### config.mk
export PLATFORM = sky130hd
export DESIGN_NAME = dma_ready_pulser
export DESIGN_NICKNAME = d
export VERILOG_FILES = /design/src/rtl/drp_pkg.sv /design/src/rtl/drp_edge_det.sv /design/src/rtl/drp_pulse_gen.sv /design/src/rtl/dma_ready_pulser.sv
export SDC_FILE = /design/constraint.sdc
export NUM_CORES = 1
export LEC_CHECK = 0
export ABC_AREA = 0
export ABC_CLOCK_PERIOD_IN_PS = 1100
export BUFFER_PORTS_ARGS = -buffer_cell sky130_fd_sc_hd__buf_2
export CAP_MARGIN = 20
export CORE_AREA = 3 3 40 42
export CTS_CLUSTER_DIAMETER = 200
export DETAILED_ROUTE_END_ITERATION = 10
export DIE_AREA = 0 0 43 45
export PLACE_DENSITY = 0.67
export SLEW_MARGIN = 10
export SYNTH_ARGS = -nofsm -noshare
export SYNTH_HDL_FRONTEND = slang
export SYNTH_SLANG_ARGS = --single-unit
### constraint.sdc
create_clock -name clk -period 1.1 [get_ports clk]
set_input_delay 0.11 -clock clk [delete_from_list [all_inputs] [get_ports clk]]
set_output_delay 0.11 -clock clk [all_outputs]
set_load 0.01 [all_outputs]
### src/rtl/drp_pkg.sv
package drp_pkg;

  typedef enum logic [1:0] {
    RXI_OFF     = 2'b00,
    RXI_FIRST   = 2'b01,
    RXI_ALL_PAR = 2'b10,
    RXI_ALL     = 2'b11
  } rx_int_mode_e;

  localparam int CH_TX = 0;
  localparam int CH_RX = 1;
  localparam int NUM_CH = 2;

endpackage

### src/rtl/drp_edge_det.sv
module drp_edge_det (
  input  logic clk,
  input  logic rst,
  input  logic level,
  output logic rise
);

  logic level_q;

  always_ff @(posedge clk) begin
    if (rst) level_q <= 1'b0;
    else     level_q <= level;
  end

  assign rise = level & ~level_q;

endmodule

### src/rtl/drp_pulse_gen.sv
module drp_pulse_gen #(
  parameter int PULSE_CYCLES = 3
) (
  input  logic clk,
  input  logic rst,
  input  logic en,
  input  logic trig,
  output logic req_n
);

  localparam int CW = $clog2(PULSE_CYCLES + 1);
  localparam logic [CW-1:0] LOAD = CW'(PULSE_CYCLES);
  localparam logic [CW-1:0] ONE  = CW'(1);

  logic [CW-1:0] left_q;
  logic          pend_q;

  always_ff @(posedge clk) begin
    if (rst || !en) begin
      left_q <= '0;
      pend_q <= 1'b0;
      req_n  <= 1'b1;
    end else if (left_q != '0) begin
      if (trig) pend_q <= 1'b1;
      if (left_q == ONE) begin
        left_q <= '0;
        req_n  <= 1'b1;
      end else begin
        left_q <= left_q - ONE;
      end
    end else if (trig || pend_q) begin
      left_q <= LOAD;
      pend_q <= 1'b0;
      req_n  <= 1'b0;
    end
  end

  // Checker state: length of the current low run, saturating.
  logic [CW-1:0] lowrun_q;
  always_ff @(posedge clk) begin
    if (rst || req_n)       lowrun_q <= '0;
    else if (lowrun_q != LOAD) lowrun_q <= lowrun_q + ONE;
  end


  width_cap_chk: assert property (@(posedge clk) disable iff (rst)
    !req_n |-> (lowrun_q < LOAD));


  full_width_chk: assert property (@(posedge clk) disable iff (rst)
    ($rose(req_n) && $past(en)) |-> (lowrun_q == LOAD));


  dis_high_chk: assert property (@(posedge clk) disable iff (rst)
    !en |=> req_n);


  rst_high_chk: assert property (@(posedge clk)
    rst |=> req_n);

endmodule

### src/rtl/dma_ready_pulser.sv
module dma_ready_pulser #(
  parameter int PULSE_CYCLES = 3
) (
  input  logic       clk,
  input  logic       rst,
  input  logic       tx_rdy_en,
  input  logic       rx_rdy_en,
  input  logic [1:0] rx_int_mode,
  input  logic       tx_buf_empty,
  input  logic       rx_char_avail,
  input  logic       rx_special,
  output logic       tx_req_n,
  output logic       rx_req_n,
  output logic       rx_special_irq
);
  import drp_pkg::*;

  logic [NUM_CH-1:0] level, rise, en, trig, req_n;
  logic              block;

  assign level[CH_TX] = tx_buf_empty;
  assign level[CH_RX] = rx_char_avail;
  assign en[CH_TX]    = tx_rdy_en;
  assign en[CH_RX]    = rx_rdy_en;

  assign block = (rx_int_mode == RXI_FIRST) && rx_special;

  assign trig[CH_TX] = rise[CH_TX];
  assign trig[CH_RX] = rise[CH_RX] & ~block;

  for (genvar i = 0; i < NUM_CH; i++) begin : g_ch
    drp_edge_det u_edge (
      .clk   (clk),
      .rst   (rst),
      .level (level[i]),
      .rise  (rise[i])
    );
    drp_pulse_gen #(.PULSE_CYCLES(PULSE_CYCLES)) u_pulse (
      .clk   (clk),
      .rst   (rst),
      .en    (en[i]),
      .trig  (trig[i]),
      .req_n (req_n[i])
    );
  end

  always_ff @(posedge clk) begin
    if (rst) rx_special_irq <= 1'b0;
    else     rx_special_irq <= rise[CH_RX] & block;
  end

  assign tx_req_n = req_n[CH_TX];
  assign rx_req_n = req_n[CH_RX];


  sri_cause_chk: assert property (@(posedge clk) disable iff (rst)
    rx_special_irq |-> ($past(rx_int_mode) == RXI_FIRST && $past(rx_special)
                        && $past(rx_char_avail)));


  sri_single_chk: assert property (@(posedge clk) disable iff (rst)
    rx_special_irq |=> !rx_special_irq);

endmodule

# ---- Word level (Yosys, flattened, before mapping)
# Cells that the tools add are included.
dict set report totals {
  out_inout_bits 3
  regBits 11
}
dict set report op_classes {
  n_addsub 2
  n_mux 16
  reduce_logical 15
  bitwise_logic 7
  eq_ne 7
}
# op count
set ops {}
lappend ops {{$mux 2} 6}
lappend ops {{$mux 1} 10}
lappend ops {{$reduce_and 2->1} 4}
lappend ops {{$reduce_bool 2->1} 4}
lappend ops {{$eq 2x1->1 const B} 3}
lappend ops {{$and 1x1->1} 4}
lappend ops {{$logic_or 1x1->1} 4}
lappend ops {{$ne 2x1->1 const B} 2}
lappend ops {{$ne 2x2->1 const B} 2}
lappend ops {{$sub 2x1->2 const B} 2}
lappend ops {{$not 1->1} 3}
lappend ops {{$logic_not 1->1} 2}
lappend ops {{$logic_and 1x1->1} 1}

# ---- Depth between registers and ports, before layout
# Gate-level depths: netlist of the first run.
dict set report depth {
  ltp_word 7
  depth_mapped 5
}

# ---- Hierarchy
# From an unflattened synthesis of the first run, not the netlist that was laid out.
dict set report unflattened {
  hier_cells 52
  area_unflattened_um2 549.3
}
# module area_each_um2 cells_per_inst n_inst seq_area_each_um2
set by_module_without_submodules {}
lappend by_module_without_submodules {drp_pulse_gen 197.7 21 2 80.1}
lappend by_module_without_submodules {drp_edge_det 47.5 3 2 20.0}
lappend by_module_without_submodules {dma_ready_pulser 58.8 4 1 20.0}

# ---- Worst setup path before layout of the first run
# No wires, ideal clock.
dict set report synth_timing {
  kind {register to register}
  from {register g_ch[1].u_pulse.left_q[0]}
  to {register g_ch[1].u_pulse.left_q[1]}
  path_stages_with_launch 6
  period_less_slack_ns 1.229
  setup_slack_ns -0.129
  t_arrival_ns 1.105
  required_ns 0.977
  cell_sequence {dfxtp_1 -> inv_1 -> ha_1 -> inv_1 -> a211oi_2 -> mux2_1}
}
dict set report synth_between {
  elab_chain_len 3
  elab_cells_between_ends 6
  cone_classes {add/sub (1); eq/ne (1); mux (2); reduce/logical (2)}
}
# item line
set synth_lines {}
lappend synth_lines {{start, declared} drp_pulse_gen.sv:15} ;# logic [CW-1:0] left_q;
lappend synth_lines {{start signal, assigned} drp_pulse_gen.sv:29} ;# left_q <= left_q - ONE;
lappend synth_lines {{$sub 2x1->2 or $eq 2x1->1 (tied branches)} {drp_pulse_gen.sv:29, drp_pulse_gen.sv:25}}
lappend synth_lines {{$mux 2} drp_pulse_gen.sv:25} ;# if (left_q == ONE) begin
lappend synth_lines {{$mux 2} drp_pulse_gen.sv:23} ;# end else if (left_q != '0) begin
# Several ways; a longest one is shown, not always the timed one.
# A chain may end at the register's enable or synchronous reset.

# ---- Worst setup path in the final report of the first run
dict set report layout_timing {
  from {register g_ch[1].u_pulse.left_q[1]}
  to {register g_ch[1].u_pulse.left_q[1]}
}
# Same word-level chain as after synthesis.

==> insert_results.sql, run 1 <==
INSERT INTO impl_metrics (metric_group, metric, value, unit) VALUES
('status', 'run_status', 'finished, violations left', ''),
('status', 'failing_checks', 'negative setup slack', ''),
('cells_and_area', 'register_area', '224', 'um^2'),
('route', 'detailedRoute.firstIterationViolations', '7', ''),
('min_path', 'holdPathStages', '2', ''),
('yosys', 'gate_count_of_the_mapped_netlist', '56', ''),
('cts', 'cell_chosen_for_the_clock_root', 'sky130_fd_sc_hd__clkbuf_4', ''),
('critical_path', 'worst-endpoint-arrival', '1300', 'ps'),
('route', 'avgViaCountPerCell', '4.75', ''),
('floorplanning', 'rows', '13', ''),
('timing', 'min_period', '1150', 'ps'),
('power_and_ir_drop', 'static-leakage-power', '0.000328', 'uW'),
('cts', 'cts_tree', 'built', ''),
('timing', 'grt_setup_unrepaired', 'yes', ''),
('floorplanning', 'start_util', '42.2', '%'),
('route', 'route.detailed.drc', '0', ''),
('yosys', 'synthesis.area_per_instance', '9.67', 'um^2'),
('cells_and_area', 'num-nets-final', '92', ''),
('yosys', 'ys_ff_latch', '11', ''),
('yosys', 'combined_area_of_all_synthesized_cells', '542', 'um^2'),
('global_routing', 'grt_first_pass_wirelength', '1630', 'um'),
('critical_path', 'criticalPathCategory', 'reg -> reg', ''),
('critical_path', 'required_time_of_the_critical_path', '1250', 'ps'),
('cells_and_area', 'postLayoutCoreUtil', '55.1', '%'),
('cells_and_area', 'layout_cell_share_with_drive_strength_beyond_1', '40.8', '%'),
('cts', 'numCtsBuffers', '3', ''),
('timing', 'final-hold-violation-count', '0', ''),
('power_and_ir_drop', 'pd_cells', '1270', 'nW/um^2'),
('cells_and_area', 'area_growth', '30.7', '%'),
('route', 'detail_route.wirelength.met1', '420', 'um'),
('yosys', 'yosysWarningCount', '0', ''),
('placement', 'placedInstanceArea', '658', 'um^2'),
('timing', 'final-max-slew-violation-count', '0', ''),
('route', 'avgRoutedWirePerCell', '9.57', 'um'),
('floorplanning', 'fp.dieArea', '1940', 'um^2'),
('cts', 'clock_insertion_delay_worst_skew', '260', 'ps'),
('critical_path', 'startpoint_type', 'register', ''),
('route', 'drt_first_pass_iters', '2', ''),
('cts', 'cts.path.max_buffers', '2', ''),
('route', 'routed-wl-met3', '40', 'um'),
('cells_and_area', 'area_of_the_multi_input_gates', '313', 'um^2'),
('min_path', 'worst_hold_path_type', 'in -> reg', ''),
('route', 'met2_length', '410', 'um'),
('cts', 'clock_sinks', '11', ''),
('timing', 'timing.final.crit_share', '104', '%'),
('placement', 'place_hpwl', '717', 'um'),
('cells_and_area', 'final_area', '708', 'um^2'),
('route', 'antenna_nets_post_route', '0', ''),
('yosys', 'synth.net_count', '71', ''),
('route', 'route.final.wire_length', '871', 'um'),
('critical_path', 'worstPathMaxFanout', '2', ''),
('power_and_ir_drop', 'max-vdd-ir-drop', '720', 'uV'),
('critical_path', 'setup.worst_path.end_class', 'register', ''),
('critical_path', 'worstRegToRegCells', '5', ''),
('cells_and_area', 'antenna_cells_inserted', '0', ''),
('global_routing', 'gr-total-overflow', '0', ''),
('floorplanning', 'dieWidth', '43', 'um'),
('route', 'maxUsedRoutingLayer', 'met3', ''),
('placement', 'placement.io_buffers', '11', ''),
('yosys', 'seq_area_frac_synth', '40.6', '%'),
('timing', 'setup_viol', '1', ''),
('floorplanning', 'core', '1280', 'um^2'),
('floorplanning', 'top_level_ports', '12', ''),
('placement', 'gp_congestion', '0.685', ''),
('cts', 'clock_tree.htree_level_count', '1', ''),
('flow_run', 'timing.max_cap.violations', '0', ''),
('yosys', 'netlist-cell-type-count', '18', ''),
('cells_and_area', 'fill_cells', '116', ''),
('timing', 'final.setup.worst_slack', '-49.5', 'ps'),
('timing', 'relSlewSlack', '86.1', '%'),
('timing', 'final.setup_skew', '6.77', 'ps'),
('global_routing', 'initial_antenna_violation_count', '0', ''),
('floorplanning', 'fp.dieH', '45', 'um'),
('timing', 'worst_slew_pin_slew', '207', 'ps'),
('global_routing', 'grt_util_all_layers', '11.2', '%'),
('cts', 'clkSlewWorstSetupHoldPaths', '70', 'ps'),
('global_routing', 'first_global_vias', '421', ''),
('global_routing', 'pin_count_of_the_biggest_net_entering_global_routing', '7', ''),
('timing', 'max_freq', '0.870', 'GHz'),
('route', 'dr_total_vias', '432', '');
[state kept, by name (all words and copies together) (netlist names)]
signal / cells
g_ch.u_pulse.pend_q: 2
g_ch.u_pulse.req_n: 2
rx_special_irq: 1
g_ch.u_pulse.left_q: 4
g_ch.u_edge.level_q: 2
[Yosys cell counts]
master | count | area (um^2)
sky130_fd_sc_hd__and2b_1 | 1 | 7.51
sky130_fd_sc_hd__dfxtp_1 | 11 | 220
sky130_fd_sc_hd__nand2b_1 | 4 | 25.0
sky130_fd_sc_hd__and4bb_1 | 1 | 12.5
sky130_fd_sc_hd__a311oi_1 | 3 | 26.3
sky130_fd_sc_hd__and2_1 | 1 | 6.26
sky130_fd_sc_hd__nand3b_4 | 1 | 20.0
sky130_fd_sc_hd__inv_1 | 9 | 33.8
sky130_fd_sc_hd__nor2b_1 | 2 | 12.5
sky130_fd_sc_hd__ha_1 | 6 | 75.1
sky130_fd_sc_hd__a21oi_1 | 4 | 20.0
sky130_fd_sc_hd__o21bai_1 | 2 | 15.0
sky130_fd_sc_hd__a211oi_2 | 1 | 12.5
sky130_fd_sc_hd__nor2_1 | 4 | 15.0
sky130_fd_sc_hd__a211oi_1 | 1 | 7.51
sky130_fd_sc_hd__mux2_1 | 1 | 11.3
sky130_fd_sc_hd__nor3_1 | 3 | 15.0
sky130_fd_sc_hd__a31oi_1 | 1 | 6.26
[worst max-delay path: stages, from the launching register on]
cell                       delay, ps
sky130_fd_sc_hd__dfxtp_2         330
sky130_fd_sc_hd__inv_2            70
sky130_fd_sc_hd__ha_4            130
sky130_fd_sc_hd__inv_2            40
sky130_fd_sc_hd__a211oi_2        140
sky130_fd_sc_hd__mux2_1          330
[report_power, final]
| group | switching, uW | internal [uW] |
|---|---|---|
| logic | 92.3 | 105 |
| registers | 12.0 | 423 |
| clock network | 127 | 140 |
[cells in the final DEF (no fill, tap or decap), drive strengths merged]
| cell type | synthesis | routed |
|---|---|---|
| a31oi | 1 | 1 |
| a311oi | 3 | 3 |
| nor2 | 4 | 4 |
| dfxtp | 11 | 11 |
| nand2b | 4 | 4 |
| and4bb | 1 | 1 |
| buf | 0 | 16 |
| mux2 | 1 | 1 |
| o21bai | 2 | 2 |
| clkbuf | 0 | 4 |
| nor2b | 2 | 2 |
| a21oi | 4 | 4 |
| a211oi | 2 | 2 |
| and2 | 1 | 1 |
| nand3b | 1 | 1 |
| inv | 9 | 9 |
| and2b | 1 | 1 |
| ha | 6 | 6 |
| nor3 | 3 | 3 |
[what timing repair did]
item	in CTS	in global routing
endpoints found under the setup margin	1	5
buffers inserted	0	1
gates resized for setup	1	7
hold buffers	0	0
[cell type report]
type	count	share of cell area, %
multi-input cells	36	44.2
flip-flops and latches	11	31.6
repair buffers	16	13.1
inverters	9	4.77
clock buffers	4	3.71
well taps	15	2.65
[layer usage]
layer / GRT usage [%] / vias to the layer above
met1: 13.6 / 190
met3: 3.59 / 0
met2: 18.0 / 8
met5: 0 / -
li1: - / 234
met4: 5.42 / 0
[stage by stage]
stage | std cells | hold WS, ps | power, uW | worst slack (ps) | setup TNS (ps)
6_report | 91 | 65.8 | 899 | -49.5 | -49.5
5_1_grt | 91 | 57.9 | 968 | -89.9 | -89.9
4_1_cts | 90 | 56.2 | 899 | -70.9 | -70.9
3_5_place_dp | 86 | 337 | 623 | -60.3 | -60.3
3_3_place_gp | 86 | 328 | 619 | -43.9 | -43.9
2_1_floorplan | 56 | 182 | 554 | -56.2 | -56.2
[logic make-up (layout without fill, tap and decap cells)]
family | after synthesis | after routing | synth area share [%]
muxes | 1 | 1 | 2.08
buffers and inverters | 9 | 29 | 6.24
DFF | 11 | 11 | 40.6
and+or+nand+nor | 17 | 17 | 21.0
AOI/OAI and AO/OA | 12 | 12 | 16.2
adders and majority gates | 6 | 6 | 13.9
[worst paths after layout]
path                                          start                                      to  slack (ps)
min                                             rst       g_ch[0].u_edge.level_q$_SDFF_PP0_          70
max reg2reg  g_ch[1].u_pulse.left_q[1]$_SDFFE_PP0P_  g_ch[1].u_pulse.left_q[1]$_SDFFE_PP0P_         -50
max          g_ch[1].u_pulse.left_q[1]$_SDFFE_PP0P_  g_ch[1].u_pulse.left_q[1]$_SDFFE_PP0P_         -50
min reg2reg      g_ch[0].u_pulse.req_n$_SDFFE_PP1P_      g_ch[0].u_pulse.req_n$_SDFFE_PP1P_         500
No activity file was read; power rests on OpenSTA's default activity.
==> run 2: changes to the inputs <==
--- a/config.mk
+++ b/config.mk
@@ -14,6 +14,7 @@
 export DETAILED_ROUTE_END_ITERATION = 10
 export DIE_AREA = 0 0 43 45
 export PLACE_DENSITY = 0.67
+export SKIP_CTS_REPAIR_TIMING = 1
 export SLEW_MARGIN = 10
 export SYNTH_ARGS = -nofsm -noshare
 export SYNTH_HDL_FRONTEND = slang
==> insert_results.sql, run 2 (synthesis results as in run 1) <==
INSERT INTO impl_metrics (metric_group, metric, value, unit) VALUES
('status', 'run_status', 'finished, violations left', ''),
('status', 'failing_checks', 'negative setup slack', ''),
('timing', 'final.setup.worst_slack', '-49.5', 'ps'),
('cts', 'clock_insertion_delay_worst_skew', '260', 'ps'),
('flow_run', 'timing.max_cap.violations', '0', ''),
('power_and_ir_drop', 'max-vdd-ir-drop', '720', 'uV'),
('cells_and_area', 'largest_register_ff_count', '4', ''),
('timing', 'final-max-slew-violation-count', '0', ''),
('floorplanning', 'rows', '13', ''),
('timing', 'relSlewSlack', '86.1', '%'),
('power_and_ir_drop', 'pd_cells', '1270', 'nW/um^2'),
('placement', 'place_hpwl', '717', 'um'),
('critical_path', 'crit_start', 'g_ch[1].u_pulse.left_q[1]$_SDFFE_PP0P_', ''),
('cells_and_area', 'top_register', 'g_ch.u_pulse.left_q', ''),
('critical_path', 'worst_r2r_startpoint', 'g_ch[1].u_pulse.left_q[1]$_SDFFE_PP0P_', ''),
('global_routing', 'initial_antenna_violation_count', '0', ''),
('global_routing', 'first_global_vias', '421', ''),
('critical_path', 'worstRegToRegCells', '5', ''),
('cells_and_area', 'postLayoutCoreUtil', '55.1', '%'),
('route', 'avgRoutedWirePerCell', '9.57', 'um'),
('route', 'dr_total_vias', '432', ''),
('cts', 'cts_tree', 'built', ''),
('timing', 'final.setup_skew', '6.77', 'ps'),
('timing', 'timing.final.crit_share', '104', '%'),
('critical_path', 'worstPathMaxFanout', '2', ''),
('timing', 'holdWs', '65.8', 'ps'),
('cts', 'cts.path.max_buffers', '2', ''),
('cells_and_area', 'antenna_cells_inserted', '0', ''),
('cells_and_area', 'fill_cells', '116', ''),
('critical_path', 'worst-endpoint-arrival', '1300', 'ps'),
('timing', 'min_period', '1150', 'ps'),
('critical_path', 'startpoint_type', 'register', ''),
('placement', 'placement.io_buffers', '11', ''),
('cts', 'clock_sinks', '11', ''),
('route', 'route.final.wire_length', '871', 'um'),
('global_routing', 'gr-total-overflow', '0', ''),
('timing', 'setup_tns', '-49.5', 'ps'),
('floorplanning', 'fp.dieH', '45', 'um'),
('timing', 'final-hold-violation-count', '0', ''),
('power_and_ir_drop', 'static-leakage-power', '0.000328', 'uW'),
('cells_and_area', 'layout.cells.most_common_list', 'sky130_fd_sc_hd__buf_2 (11), sky130_fd_sc_hd__dfxtp_1 (8), sky130_fd_sc_hd__inv_2 (5), sky130_fd_sc_hd__buf_4 (5)', ''),
('floorplanning', 'fp.dieArea', '1940', 'um^2'),
('route', 'avgViaCountPerCell', '4.75', ''),
('critical_path', 'setup.worst_path.end_class', 'register', ''),
('min_path', 'worst_hold_path_type', 'in -> reg', ''),
('timing', 'grt_setup_unrepaired', 'yes', ''),
('global_routing', 'grt_first_pass_wirelength', '1630', 'um'),
('route', 'antenna_nets_post_route', '0', ''),
('floorplanning', 'top_level_ports', '12', ''),
('critical_path', 'required_time_of_the_critical_path', '1250', 'ps'),
('timing', 'setup_viol', '1', ''),
('cts', 'cell_chosen_for_the_clock_root', 'sky130_fd_sc_hd__clkbuf_4', ''),
('timing', 'max_freq', '0.870', 'GHz'),
('critical_path', 'criticalPathCategory', 'reg -> reg', ''),
('route', 'detailedRoute.firstIterationViolations', '7', ''),
('global_routing', 'grt_util_all_layers', '11.2', '%'),
('cells_and_area', 'layout_cell_share_with_drive_strength_beyond_1', '40.8', '%'),
('route', 'drt_first_pass_iters', '2', ''),
('cells_and_area', 'area_growth', '30.7', '%'),
('cells_and_area', 'num-nets-final', '92', ''),
('cts', 'clkSlewWorstSetupHoldPaths', '70', 'ps'),
('min_path', 'hold_path_startpoint', 'rst', ''),
('timing', 'worst_slew_pin_slew', '207', 'ps'),
('route', 'route.detailed.drc', '0', ''),
('cts', 'clock_tree.htree_level_count', '1', ''),
('min_path', 'holdPathStages', '2', ''),
('cts', 'numCtsBuffers', '3', ''),
('cells_and_area', 'final_common_cell', 'sky130_fd_sc_hd__buf_2', ''),
('floorplanning', 'dieWidth', '43', 'um'),
('global_routing', 'pin_count_of_the_biggest_net_entering_global_routing', '7', ''),
('floorplanning', 'core', '1280', 'um^2'),
('floorplanning', 'start_util', '42.2', '%'),
('placement', 'gp_congestion', '0.685', '');
[run 2: cell counts in the layout (fill, tap and decap cells not counted)]
Identical to the previous run, type by type.
[run 2: final cells by class]
cell class	instances	area [um^2]	area share, %
clock buffer	4	26.3	3.71
inverter	9	33.8	4.77
multi-input combinational	36	313	44.2
sequential	11	224	31.6
tap	15	18.8	2.65
timing repair buffer	16	92.6	13.1
[run 2: final timing paths]
kind / end / slack [ps]
max: g_ch[1].u_pulse.left_q[1]$_SDFFE_PP0P_ / -50
min reg2reg: g_ch[0].u_pulse.req_n$_SDFFE_PP1P_ / 500
min: g_ch[0].u_edge.level_q$_SDFF_PP0_ / 70
max reg2reg: g_ch[1].u_pulse.left_q[1]$_SDFFE_PP0P_ / -50
[run 2: critical path, cell delays in order, from the launching register on]
cell and delay (ps):
sky130_fd_sc_hd__dfxtp_2 330, sky130_fd_sc_hd__inv_2 70, sky130_fd_sc_hd__ha_4 130, sky130_fd_sc_hd__inv_2 40
sky130_fd_sc_hd__a211oi_2 140, sky130_fd_sc_hd__mux2_1 330
[run 2: metrics by stage]
step	instances	power, uW	instance area, um^2	worst slack (ps)
finish	91	899	708	-49.5
global route	91	968	708	-89.9
CTS	90	898	684	-73.1
detailed placement	86	623	658	-60.3
global placement	86	619	658	-43.9
floorplan	56	554	554	-56.2
[run 2: report_power, final]
part	internal (uW)	switching (uW)
combinational	105	92.3
clock	140	127
sequential	423	12.0
total	667	231
[run 2: layer usage]
layer	part of all wire (%)	global-route usage (%)	vias up
met5	0	0	-
met4	0	5.42	0
met3	4.6	3.59	0
met2	47	18.0	8
met1	48	13.6	190
li1	-	-	234
==> run 3: changes to the inputs <==
--- a/config.mk
+++ b/config.mk
@@ -13,7 +13,7 @@
 export CTS_CLUSTER_DIAMETER = 200
 export DETAILED_ROUTE_END_ITERATION = 10
 export DIE_AREA = 0 0 43 45
-export PLACE_DENSITY = 0.67
+export PLACE_DENSITY_LB_ADDON = 0.2
 export SKIP_CTS_REPAIR_TIMING = 1
 export SLEW_MARGIN = 10
 export SYNTH_ARGS = -nofsm -noshare
==> insert_results.sql, run 3 (synthesis results as in run 1) <==
INSERT INTO impl_metrics (metric_group, metric, value, unit) VALUES
('status', 'run_status', 'finished, violations left', ''),
('status', 'failing_checks', 'negative setup slack', ''),
('timing', 'worst_slew_pin_slew', '252', 'ps'),
('placement', 'gp_congestion', '0.766', ''),
('cells_and_area', 'postLayoutCoreUtil', '56.4', '%'),
('cts', 'clkSlewWorstSetupHoldPaths', '70', 'ps'),
('cts', 'numCtsBuffers', '3', ''),
('global_routing', 'pin_count_of_the_biggest_net_entering_global_routing', '7', ''),
('route', 'dr_total_vias', '450', ''),
('placement', 'placement.io_buffers', '11', ''),
('critical_path', 'required_time_of_the_critical_path', '1250', 'ps'),
('cells_and_area', 'num-nets-final', '93', ''),
('cells_and_area', 'final_common_cell', 'sky130_fd_sc_hd__buf_2', ''),
('route', 'avgRoutedWirePerCell', '11.2', 'um'),
('route', 'avgViaCountPerCell', '4.89', ''),
('timing', 'max_freq', '0.871', 'GHz'),
('route', 'routed-wl-met3', '46', 'um'),
('global_routing', 'first_global_vias', '439', ''),
('cts', 'clock_sinks', '11', ''),
('timing', 'final.setup.worst_slack', '-48.1', 'ps'),
('cts', 'cell_chosen_for_the_clock_root', 'sky130_fd_sc_hd__clkbuf_4', ''),
('route', 'antenna_nets_post_route', '0', ''),
('global_routing', 'grt_first_pass_wirelength', '1570', 'um'),
('global_routing', 'grt_util_all_layers', '11.5', '%'),
('route', 'met2_length', '561', 'um'),
('route', 'detail_route.wirelength.met1', '412', 'um'),
('power_and_ir_drop', 'static-leakage-power', '0.000330', 'uW'),
('flow_run', 'timing.max_cap.violations', '0', ''),
('timing', 'final.setup_skew', '1.25', 'ps'),
('cells_and_area', 'layout_cell_share_with_drive_strength_beyond_1', '41.6', '%'),
('floorplanning', 'fp.dieH', '45', 'um'),
('critical_path', 'timing.critical_path.slowest_stage_cell', 'sky130_fd_sc_hd__dfxtp_1', ''),
('route', 'route.detailed.drc', '0', ''),
('floorplanning', 'rows', '13', ''),
('route', 'drt_first_pass_iters', '4', ''),
('timing', 'relSlewSlack', '83.1', '%'),
('cells_and_area', 'area_growth', '33.7', '%'),
('critical_path', 'startpoint_type', 'register', ''),
('timing', 'grt_setup_unrepaired', 'yes', ''),
('cts', 'clock_tree.htree_level_count', '1', ''),
('critical_path', 'worst-endpoint-arrival', '1300', 'ps'),
('cts', 'cts.path.max_buffers', '2', ''),
('floorplanning', 'core', '1280', 'um^2'),
('placement', 'place_worst_setup_slack', '-59.4', 'ps'),
('cts', 'cts_tree', 'built', ''),
('floorplanning', 'start_util', '42.2', '%'),
('critical_path', 'worstPathBufferInverterCount', '2', ''),
('critical_path', 'criticalPathCategory', 'reg -> reg', ''),
('timing', 'min_period', '1150', 'ps'),
('floorplanning', 'top_level_ports', '12', ''),
('timing', 'holdWs', '45.3', 'ps'),
('global_routing', 'gr-total-overflow', '0', ''),
('global_routing', 'initial_antenna_violation_count', '0', ''),
('power_and_ir_drop', 'pd_cells', '1270', 'nW/um^2'),
('cells_and_area', 'largest_register_ff_count', '4', ''),
('route', 'route.final.wire_length', '1030', 'um'),
('route', 'maxUsedRoutingLayer', 'met4', ''),
('power_and_ir_drop', 'finalPower', '922', 'uW'),
('cts', 'clock_insertion_delay_worst_skew', '260', 'ps'),
('critical_path', 'cpMostUsedCell', 'sky130_fd_sc_hd__inv_2', ''),
('timing', 'final-hold-violation-count', '0', ''),
('cells_and_area', 'antenna_cells_inserted', '0', ''),
('timing', 'final-max-slew-violation-count', '0', ''),
('critical_path', 'crit_path_max_incr_delay', '330', 'ps'),
('critical_path', 'setup.worst_path.end_class', 'register', ''),
('timing', 'timing.final.crit_share', '104', '%'),
('power_and_ir_drop', 'max-vdd-ir-drop', '656', 'uV'),
('critical_path', 'cp_cell_sequence', 'inv_2, ha_4, inv_2, a211oi_2, mux2_1', ''),
('critical_path', 'critical-path-top-delay-family', 'flip-flops', ''),
('placement', 'place_hpwl', '761', 'um'),
('cells_and_area', 'top_register', 'g_ch.u_pulse.left_q', ''),
('floorplanning', 'fp.dieArea', '1940', 'um^2'),
('floorplanning', 'dieWidth', '43', 'um'),
('cells_and_area', 'final_area', '724', 'um^2'),
('placement', 'placedInstanceArea', '666', 'um^2'),
('cells_and_area', 'layout.cells.most_common_list', 'sky130_fd_sc_hd__buf_2 (11), sky130_fd_sc_hd__dfxtp_1 (10), sky130_fd_sc_hd__buf_4 (6)', ''),
('critical_path', 'worstPathMaxFanout', '2', ''),
('timing', 'setup_viol', '2', ''),
('min_path', 'worst_hold_path_type', 'in -> reg', ''),
('route', 'detailedRoute.firstIterationViolations', '10', ''),
('cells_and_area', 'fill_cells', '108', '');
run 3: per-stage QoR:
stage,setup TNS (ps),cells
after global routing,-238,92
after CTS,-69.2,91
final,-63.6,92
after detailed placement,-59.4,87
after floorplan,-56.2,56
after global placement,-44.0,87
run 3: area by class of cell:
type | count | area, um^2 | share of cell area, %
clock buffer | 4 | 26.3 | 3.63
inverter | 9 | 33.8 | 4.66
multi-input combinational | 36 | 324 | 44.7
sequential | 11 | 221 | 30.6
tap | 15 | 18.8 | 2.59
timing repair buffer | 17 | 100 | 13.8
run 3: report_power, final:
part           switching (uW)  total [uW]  internal, uW
Combinational             102         214           111
Clock                     135         275           140
Sequential               12.3         434           421
Total                     249         922           673
run 3: worst paths after layout:
path	from	to	slack, ps	depth (start not counted)
worst min register to register	g_ch[0].u_pulse.req_n$_SDFFE_PP1P_	g_ch[0].u_pulse.req_n$_SDFFE_PP1P_	510	2
worst min-delay path	rst	g_ch[0].u_edge.level_q$_SDFF_PP0_	50	2
worst max register to register	g_ch[1].u_pulse.left_q[0]$_SDFFE_PP0P_	g_ch[1].u_pulse.left_q[1]$_SDFFE_PP0P_	-50	5
worst max-delay path	g_ch[1].u_pulse.left_q[0]$_SDFFE_PP0P_	g_ch[1].u_pulse.left_q[1]$_SDFFE_PP0P_	-50	5
run 3: routing by layer:
layer | GRT usage [%] | vias to the layer above
met3 | 4.78 | 2
met2 | 22.5 | 8
met1 | 9.29 | 206
met5 | 0 | -
met4 | 7.23 | 0
li1 | - | 234
